<file path="src/rtl/rrl_pkg.sv">
// Shared types for the read-retry level sequencer.
package rrl_pkg;
    // Controller states; one request is in flight at a time.
    typedef enum logic [1:0] {
        RS_IDLE   = 2'd0,
        RS_SENSE  = 2'd1,
        RS_DECODE = 2'd2,
        RS_DONE   = 2'd3
    } rrl_state_e;
endpackage

</file>
<file path="src/rtl/rrl_start_sel.sv">
// Picks the effective first read level.
// Assumes: start_raw is one bit wider than a level so out-of-range values are visible.
module rrl_start_sel #(
    parameter int MAX_LVL = 7,
    parameter int LVL_W   = 3
) (
    input  logic [LVL_W:0]   start_raw,
    input  logic             aware,
    output logic [LVL_W-1:0] eff_lvl
);
    // Baseline mode or an out-of-range stored level both fall back to level 1.
    always_comb begin
        if (aware && (start_raw != '0) && (start_raw <= (LVL_W+1)'(MAX_LVL)))
            eff_lvl = start_raw[LVL_W-1:0];
        else
            eff_lvl = LVL_W'(1);
    end
endmodule

</file>
<file path="src/rtl/rrl_level_reg.sv">
// Holds the current read level and the level the request started from.
// Assumes: load and step are never high together; step is ignored at the top level.
module rrl_level_reg #(
    parameter int MAX_LVL = 7,
    parameter int LVL_W   = 3,
    parameter int REFV_W  = 5
) (
    input  logic              clk,
    input  logic              rst_n,
    input  logic              load,
    input  logic [LVL_W-1:0]  load_lvl,
    input  logic              step,
    output logic [LVL_W-1:0]  lvl,
    output logic              at_max,
    output logic              moved,
    output logic [REFV_W-1:0] refv
);
    logic [LVL_W-1:0] start_q;

    // Load on request acceptance, climb one level on each failed verdict.
    always_ff @(posedge clk) begin
        if (!rst_n) begin
            lvl     <= LVL_W'(1);
            start_q <= LVL_W'(1);
        end else if (load) begin
            lvl     <= load_lvl;
            start_q <= load_lvl;
        end else if (step && !at_max) begin
            lvl     <= lvl + LVL_W'(1);
        end
    end

    // Top-level detect, change detect and reference voltage count.
    always_comb begin
        at_max = (lvl == LVL_W'(MAX_LVL));
        moved  = (lvl != start_q);
        refv   = REFV_W'(lvl) * REFV_W'(3);
    end
endmodule

</file>
<file path="src/rtl/rrl_try_cnt.sv">
// Counts accepted sense commands for one request; saturates at all ones.
// Assumes: clear and inc are never high together.
module rrl_try_cnt #(
    parameter int TRY_W = 3
) (
    input  logic             clk,
    input  logic             rst_n,
    input  logic             clear,
    input  logic             inc,
    output logic [TRY_W-1:0] cnt
);
    // Reset or clear to zero, step on each accepted sense command.
    always_ff @(posedge clk) begin
        if (!rst_n || clear)
            cnt <= '0;
        else if (inc && (cnt != {TRY_W{1'b1}}))
            cnt <= cnt + TRY_W'(1);
    end
endmodule

</file>
<file path="src/rtl/rrl_ctrl_fsm.sv">
// Sequencing state machine: idle, sense handshake, verdict wait, result pulse.
// Assumes: the sense port and the decoder each answer through their own valid/ready pair.
module rrl_ctrl_fsm (
    input  logic clk,
    input  logic rst_n,
    input  logic req_valid,
    input  logic sense_ready,
    input  logic dec_valid,
    input  logic dec_ok,
    input  logic at_max,
    output logic req_ready,
    output logic sense_valid,
    output logic dec_ready,
    output logic done_valid,
    output logic uncorr,
    output logic load,
    output logic step,
    output logic cnt_clr,
    output logic cnt_inc
);
    import rrl_pkg::*;

    rrl_state_e state_q, state_d;
    logic       set_unc;

    // Next state and one-cycle control strobes.
    always_comb begin
        state_d = state_q;
        load    = 1'b0;
        step    = 1'b0;
        cnt_clr = 1'b0;
        cnt_inc = 1'b0;
        set_unc = 1'b0;
        case (state_q)
            RS_IDLE: begin
                if (req_valid) begin
                    load    = 1'b1;
                    cnt_clr = 1'b1;
                    state_d = RS_SENSE;
                end
            end
            RS_SENSE: begin
                if (sense_ready) begin
                    cnt_inc = 1'b1;
                    state_d = RS_DECODE;
                end
            end
            RS_DECODE: begin
                if (dec_valid) begin
                    if (dec_ok) begin
                        state_d = RS_DONE;
                    end else if (at_max) begin
                        set_unc = 1'b1;
                        state_d = RS_DONE;
                    end else begin
                        step    = 1'b1;
                        state_d = RS_SENSE;
                    end
                end
            end
            default: state_d = RS_IDLE;
        endcase
    end

    // State register.
    always_ff @(posedge clk) begin
        if (!rst_n) state_q <= RS_IDLE;
        else        state_q <= state_d;
    end

    // Uncorrectable flag, cleared on each new request.
    always_ff @(posedge clk) begin
        if (!rst_n || load) uncorr <= 1'b0;
        else if (set_unc)   uncorr <= 1'b1;
    end

    // Handshake outputs decoded from the state.
    always_comb begin
        req_ready   = (state_q == RS_IDLE);
        sense_valid = (state_q == RS_SENSE);
        dec_ready   = (state_q == RS_DECODE);
        done_valid  = (state_q == RS_DONE);
    end
endmodule

</file>
<file path="src/rtl/rrl_seq.sv">
// Top of the progressive read-retry level sequencer.
// Assumes: one request at a time; sensing and decoding are external.
module rrl_seq #(
    parameter int  PAGE_W  = 16,
    parameter int  MAX_LVL = 7,
    localparam int LVL_W   = $clog2(MAX_LVL + 1),
    localparam int REFV_W  = $clog2(3 * MAX_LVL + 1),
    localparam int TRY_W   = $clog2(MAX_LVL + 1)
) (
    input  logic              clk,
    input  logic              rst_n,
    input  logic              req_valid,
    output logic              req_ready,
    input  logic [PAGE_W-1:0] req_page,
    input  logic [LVL_W:0]    req_start_lvl,
    input  logic              req_aware,
    output logic              sense_valid,
    input  logic              sense_ready,
    output logic [PAGE_W-1:0] sense_page,
    output logic [LVL_W-1:0]  sense_lvl,
    output logic [REFV_W-1:0] sense_refv,
    input  logic              dec_valid,
    output logic              dec_ready,
    input  logic              dec_ok,
    output logic              done_valid,
    output logic [LVL_W-1:0]  done_lvl,
    output logic [TRY_W-1:0]  done_tries,
    output logic              done_uncorr,
    output logic              upd_valid,
    output logic [LVL_W-1:0]  upd_lvl
);
    logic [LVL_W-1:0]  eff_lvl, lvl;
    logic              at_max, moved, uncorr;
    logic              load, step, cnt_clr, cnt_inc;
    logic [TRY_W-1:0]  tries;
    logic [PAGE_W-1:0] page_q;

    rrl_start_sel #(.MAX_LVL(MAX_LVL), .LVL_W(LVL_W)) u_start (
        .start_raw (req_start_lvl),
        .aware     (req_aware),
        .eff_lvl   (eff_lvl)
    );

    rrl_level_reg #(.MAX_LVL(MAX_LVL), .LVL_W(LVL_W), .REFV_W(REFV_W)) u_lvl (
        .clk      (clk),
        .rst_n    (rst_n),
        .load     (load),
        .load_lvl (eff_lvl),
        .step     (step),
        .lvl      (lvl),
        .at_max   (at_max),
        .moved    (moved),
        .refv     (sense_refv)
    );

    rrl_try_cnt #(.TRY_W(TRY_W)) u_cnt (
        .clk   (clk),
        .rst_n (rst_n),
        .clear (cnt_clr),
        .inc   (cnt_inc),
        .cnt   (tries)
    );

    rrl_ctrl_fsm u_fsm (
        .clk         (clk),
        .rst_n       (rst_n),
        .req_valid   (req_valid),
        .sense_ready (sense_ready),
        .dec_valid   (dec_valid),
        .dec_ok      (dec_ok),
        .at_max      (at_max),
        .req_ready   (req_ready),
        .sense_valid (sense_valid),
        .dec_ready   (dec_ready),
        .done_valid  (done_valid),
        .uncorr      (uncorr),
        .load        (load),
        .step        (step),
        .cnt_clr     (cnt_clr),
        .cnt_inc     (cnt_inc)
    );

    // Capture the page address when a request is taken.
    always_ff @(posedge clk) begin
        if (!rst_n)    page_q <= '0;
        else if (load) page_q <= req_page;
    end

    // Result and update outputs, qualified by the completion pulse.
    always_comb begin
        sense_page  = page_q;
        sense_lvl   = lvl;
        done_lvl    = lvl;
        done_tries  = tries;
        done_uncorr = done_valid && uncorr;
        upd_valid   = done_valid && !uncorr && moved;
        upd_lvl     = lvl;
    end
endmodule

</file>
<file path="config.mk">
export PLATFORM = sky130hd
export DESIGN_NAME = rrl_seq
export DESIGN_NICKNAME = d
export VERILOG_FILES = /design/src/rtl/rrl_pkg.sv /design/src/rtl/rrl_start_sel.sv /design/src/rtl/rrl_level_reg.sv /design/src/rtl/rrl_try_cnt.sv /design/src/rtl/rrl_ctrl_fsm.sv /design/src/rtl/rrl_seq.sv
export SDC_FILE = /design/constraint.sdc
export NUM_CORES = 1
export LEC_CHECK = 0
export ABC_AREA = 1
export BUFFER_PORTS_ARGS = -buffer_cell sky130_fd_sc_hd__buf_2
export CAP_MARGIN = 20
export CORE_ASPECT_RATIO = 0.7
export CORE_MARGIN = 8
export CORE_UTILIZATION = 45
export DETAILED_ROUTE_END_ITERATION = 10
export PLACE_DENSITY = 0.78
export SETUP_SLACK_MARGIN = 0.5
export SLEW_MARGIN = 20
export SYNTH_ARGS = -nofsm -noshare
export SYNTH_HDL_FRONTEND = slang
export SYNTH_SLANG_ARGS = --single-unit
</file>
<file path="constraint.sdc">
create_clock -name clk -period 1.9 [get_ports clk]
set_input_delay 0.285 -clock clk [delete_from_list [all_inputs] [get_ports clk]]
set_output_delay 0.285 -clock clk [all_outputs]
set_load 0.01 [all_outputs]
</file>
==> results.sh <==
export IMPL_outcome="completed"
export IMPL_cp_top_family="adder cells"
export IMPL_dieHeight_um=61.93
export IMPL_worstSetupPathType="reg -> out"
export IMPL_yosysSeqAreaShare=0.4133
export IMPL_clock_skew_final_ns=0.002471
export IMPL_dp_cells=274
export IMPL_path_max_fanout=2
export IMPL_cp_end_kind="primary output"
export IMPL_grt_antenna_before_repair=0
export IMPL_worst_pin_slew_ns=0.3249
export IMPL_htree_levels=1
export IMPL_diodes=0
export IMPL_yosysWarnings=0
export IMPL_layout_drive_gt1_share=0.3669
export IMPL_initial_core_util=0.4771
export IMPL_die_w_um=81.62
export IMPL_numClockSinks=28
export IMPL_place_congestion=0.8645
export IMPL_dieArea_mm2=0.005054
export IMPL_core_area_mm2=0.002843
export IMPL_vias=1302
export IMPL_grt_max_degree=26
export IMPL_postLayoutCoreUtil=0.6430
export IMPL_grt_pass1_wl_um=5326
export IMPL_cts_buffer_depth=2
export IMPL_cap_violations=0
export IMPL_slowest_delay_ns=0.41
export IMPL_drc_errors=0
export IMPL_viasPerCell=4.585
export IMPL_tns_ns=0
export IMPL_slew_headroom=0.7834
export IMPL_setup_viol=0
export IMPL_antenna_left=0
export IMPL_slew_viol_final=0
export IMPL_synth_edf_count=0
export IMPL_required_ns=1.62
export IMPL_io_pins=66
export IMPL_synth_area_mm2=0.001356
export IMPL_p_leak_nw=0.9662
export IMPL_arrival_ns=1.47
export IMPL_track_usage=0.1337
export IMPL_dr_wl_met2_um=1599
export IMPL_dr_max_layer_used="met4"
export IMPL_syn_area_per_cell_um2=7.331
export IMPL_synthArstFlopShare=0
export IMPL_routed_wl_um=3626
export IMPL_ys_ff_latch=28
export IMPL_overflow=0
export IMPL_path_cells="buf_12 > fa_2 > xor2_2 > buf_2"
export IMPL_hp_class="in -> reg"
export IMPL_drt_pass1_iterations=4
export IMPL_fin_crit_sh=0.9254
export IMPL_num_rows=16
export IMPL_p_per_area_mw_per_mm2=939.0
export IMPL_areaGrowthSynthToFinish_pct=34.78
export IMPL_cpMaxStageDelayCell="fa_2"
export IMPL_wl_met3_um=336
export IMPL_finalHoldViolations=0
export IMPL_cts_hold_buf=0
export IMPL_fin_cells=284
export IMPL_clkLatencyLatePin_ns=0.27
export IMPL_critical_path_buf_inv_count=2
export IMPL_root_buffer="clkbuf_8"
export IMPL_fillers=260
export IMPL_wl_met1_um=1663
export IMPL_timing_fmax_mhz=568.7
export IMPL_io_buffers=65
export IMPL_post_dp_hpwl_um=2578
export IMPL_ys_flop_type="dfxtp_1"
export IMPL_ir_drop_mv=0.5704
export IMPL_rsz0062_at_grt="true"
export IMPL_numCtsBuffers=3
export IMPL_grt_pass1_vias=1211
export IMPL_syn_nets=218
export IMPL_start_kind="flop"
export IMPL_final_nets=282
export IMPL_min_period_ns=1.758
export IMPL_cts_tree="done"
export IMPL_post_drt_wl_per_cell_um=12.77
export IMPL_synth_cell_types=25
export IMPL_drt_initial_drc_count=79
export IMPL_clkTransAtPathRegs_ns=0.09
export IMPL_syn_inst=185
export IMPL_p_total_mw=1.717
-- metrics by stage --
stage	area, µm²	hold slack (ns)	setup slack [ns]
floorplan	1371	0.4428	0.5159
global placement	1647	0.4564	0.4348
detailed placement	1647	0.4665	0.3861
CTS	1779	0.2528	0.1586
global route	1828	0.2631	0.1027
finish	1828	0.2580	0.1417
-- sequential cells by signal, indices dropped and copies added, names as in the netlist --
signal,cells
sense_page,16
u_fsm.uncorr,1
u_lvl.lvl,3
u_fsm.state_q,2
u_lvl.start_q,3
u_cnt.cnt,3
-- tightest hold or removal path, stage by stage --
cell and delay (ns):
buf_2 0.07, o21ai_0 0.07, nor2_1 0.07
-- cell usage after synthesis, types with 2 or more instances --
library cell | number | share of area
a21oi_1 | 5 | 0.018
buf_4 | 7 | 0.039
buf_6 | 3 | 0.025
dfxtp_1 | 28 | 0.41
ha_1 | 5 | 0.046
inv_1 | 17 | 0.047
nand2_1 | 25 | 0.069
nand3_1 | 8 | 0.030
nor2_1 | 51 | 0.14
nor2_2 | 2 | 0.0092
o21ai_0 | 18 | 0.066
xnor2_1 | 3 | 0.019
-- final timing paths --
kind | slack, ns | start | cells past startpoint | end
max reg2reg | 0.42 | u_lvl.lvl[1]$_SDFFE_PN0P_ | 7 | u_lvl.lvl[0]$_SDFFE_PN1P_
min | 0.26 | req_page[13] | 3 | sense_page[13]$_SDFFE_PN0P_
max | 0.14 | u_lvl.lvl[1]$_SDFFE_PN0P_ | 4 | sense_refv[3]
min reg2reg | 0.48 | u_lvl.start_q[0]$_SDFFE_PN1P_ | 2 | u_lvl.start_q[0]$_SDFFE_PN1P_
-- per-layer routing --
metal | GRT usage | vias to the layer above
met2 | 0.2203 | 52
met1 | 0.1615 | 550
met5 | 0 | -
met4 | 0.02239 | 0
met3 | 0.05747 | 4
li1 | - | 696
-- power by group --
part           leakage [nW]  internal [mW]  switching, mW
Sequential            0.233          0.664         0.0664
Combinational         0.705          0.286          0.339
Clock                0.0288          0.185          0.176
-- cell families after synthesis --
logic type,Yosys count,synth area share
and+or+nand+nor,91,0.2804
DFF,28,0.4133
adders and majority gates,6,0.06089
buffers and inverters,32,0.1291
xor gates and xnor gates,4,0.02583
AOI/OAI and AO/OA,24,0.09041
-- area by class of cell --
type | count | area, µm² | share of cell area
clock buffer | 4 | 55.05 | 0.03012
tap | 36 | 45.04 | 0.02464
multi-input combinational | 126 | 669.4 | 0.3662
timing repair buffer | 70 | 404.1 | 0.2211
inverter | 20 | 80.08 | 0.04381
sequential | 28 | 574.3 | 0.3142
-- timing repair --
action | in CTS | in global routing
gates cloned | 0 | 1
resized for setup | 8 | 8
buffers inserted | 4 | 1
endpoints found under the setup margin | 9 | 17
pin swaps | 2 | 4
-- layout by cell type (no fill, tap or decap), types with 2 or more instances in the layout --
cell,n
xnor2_1,2
nand3_1,8
buf_4,3
inv_1,17
ha_1,4
nor2_1,50
dfxtp_4,3
clkbuf_8,4
o21ai_0,18
a21oi_1,5
buf_2,61
dfxtp_2,2
nand2_1,25
dfxtp_1,23
nor2_4,3
buf_6,5
Note: power is estimated with default switching activity, not from simulation.
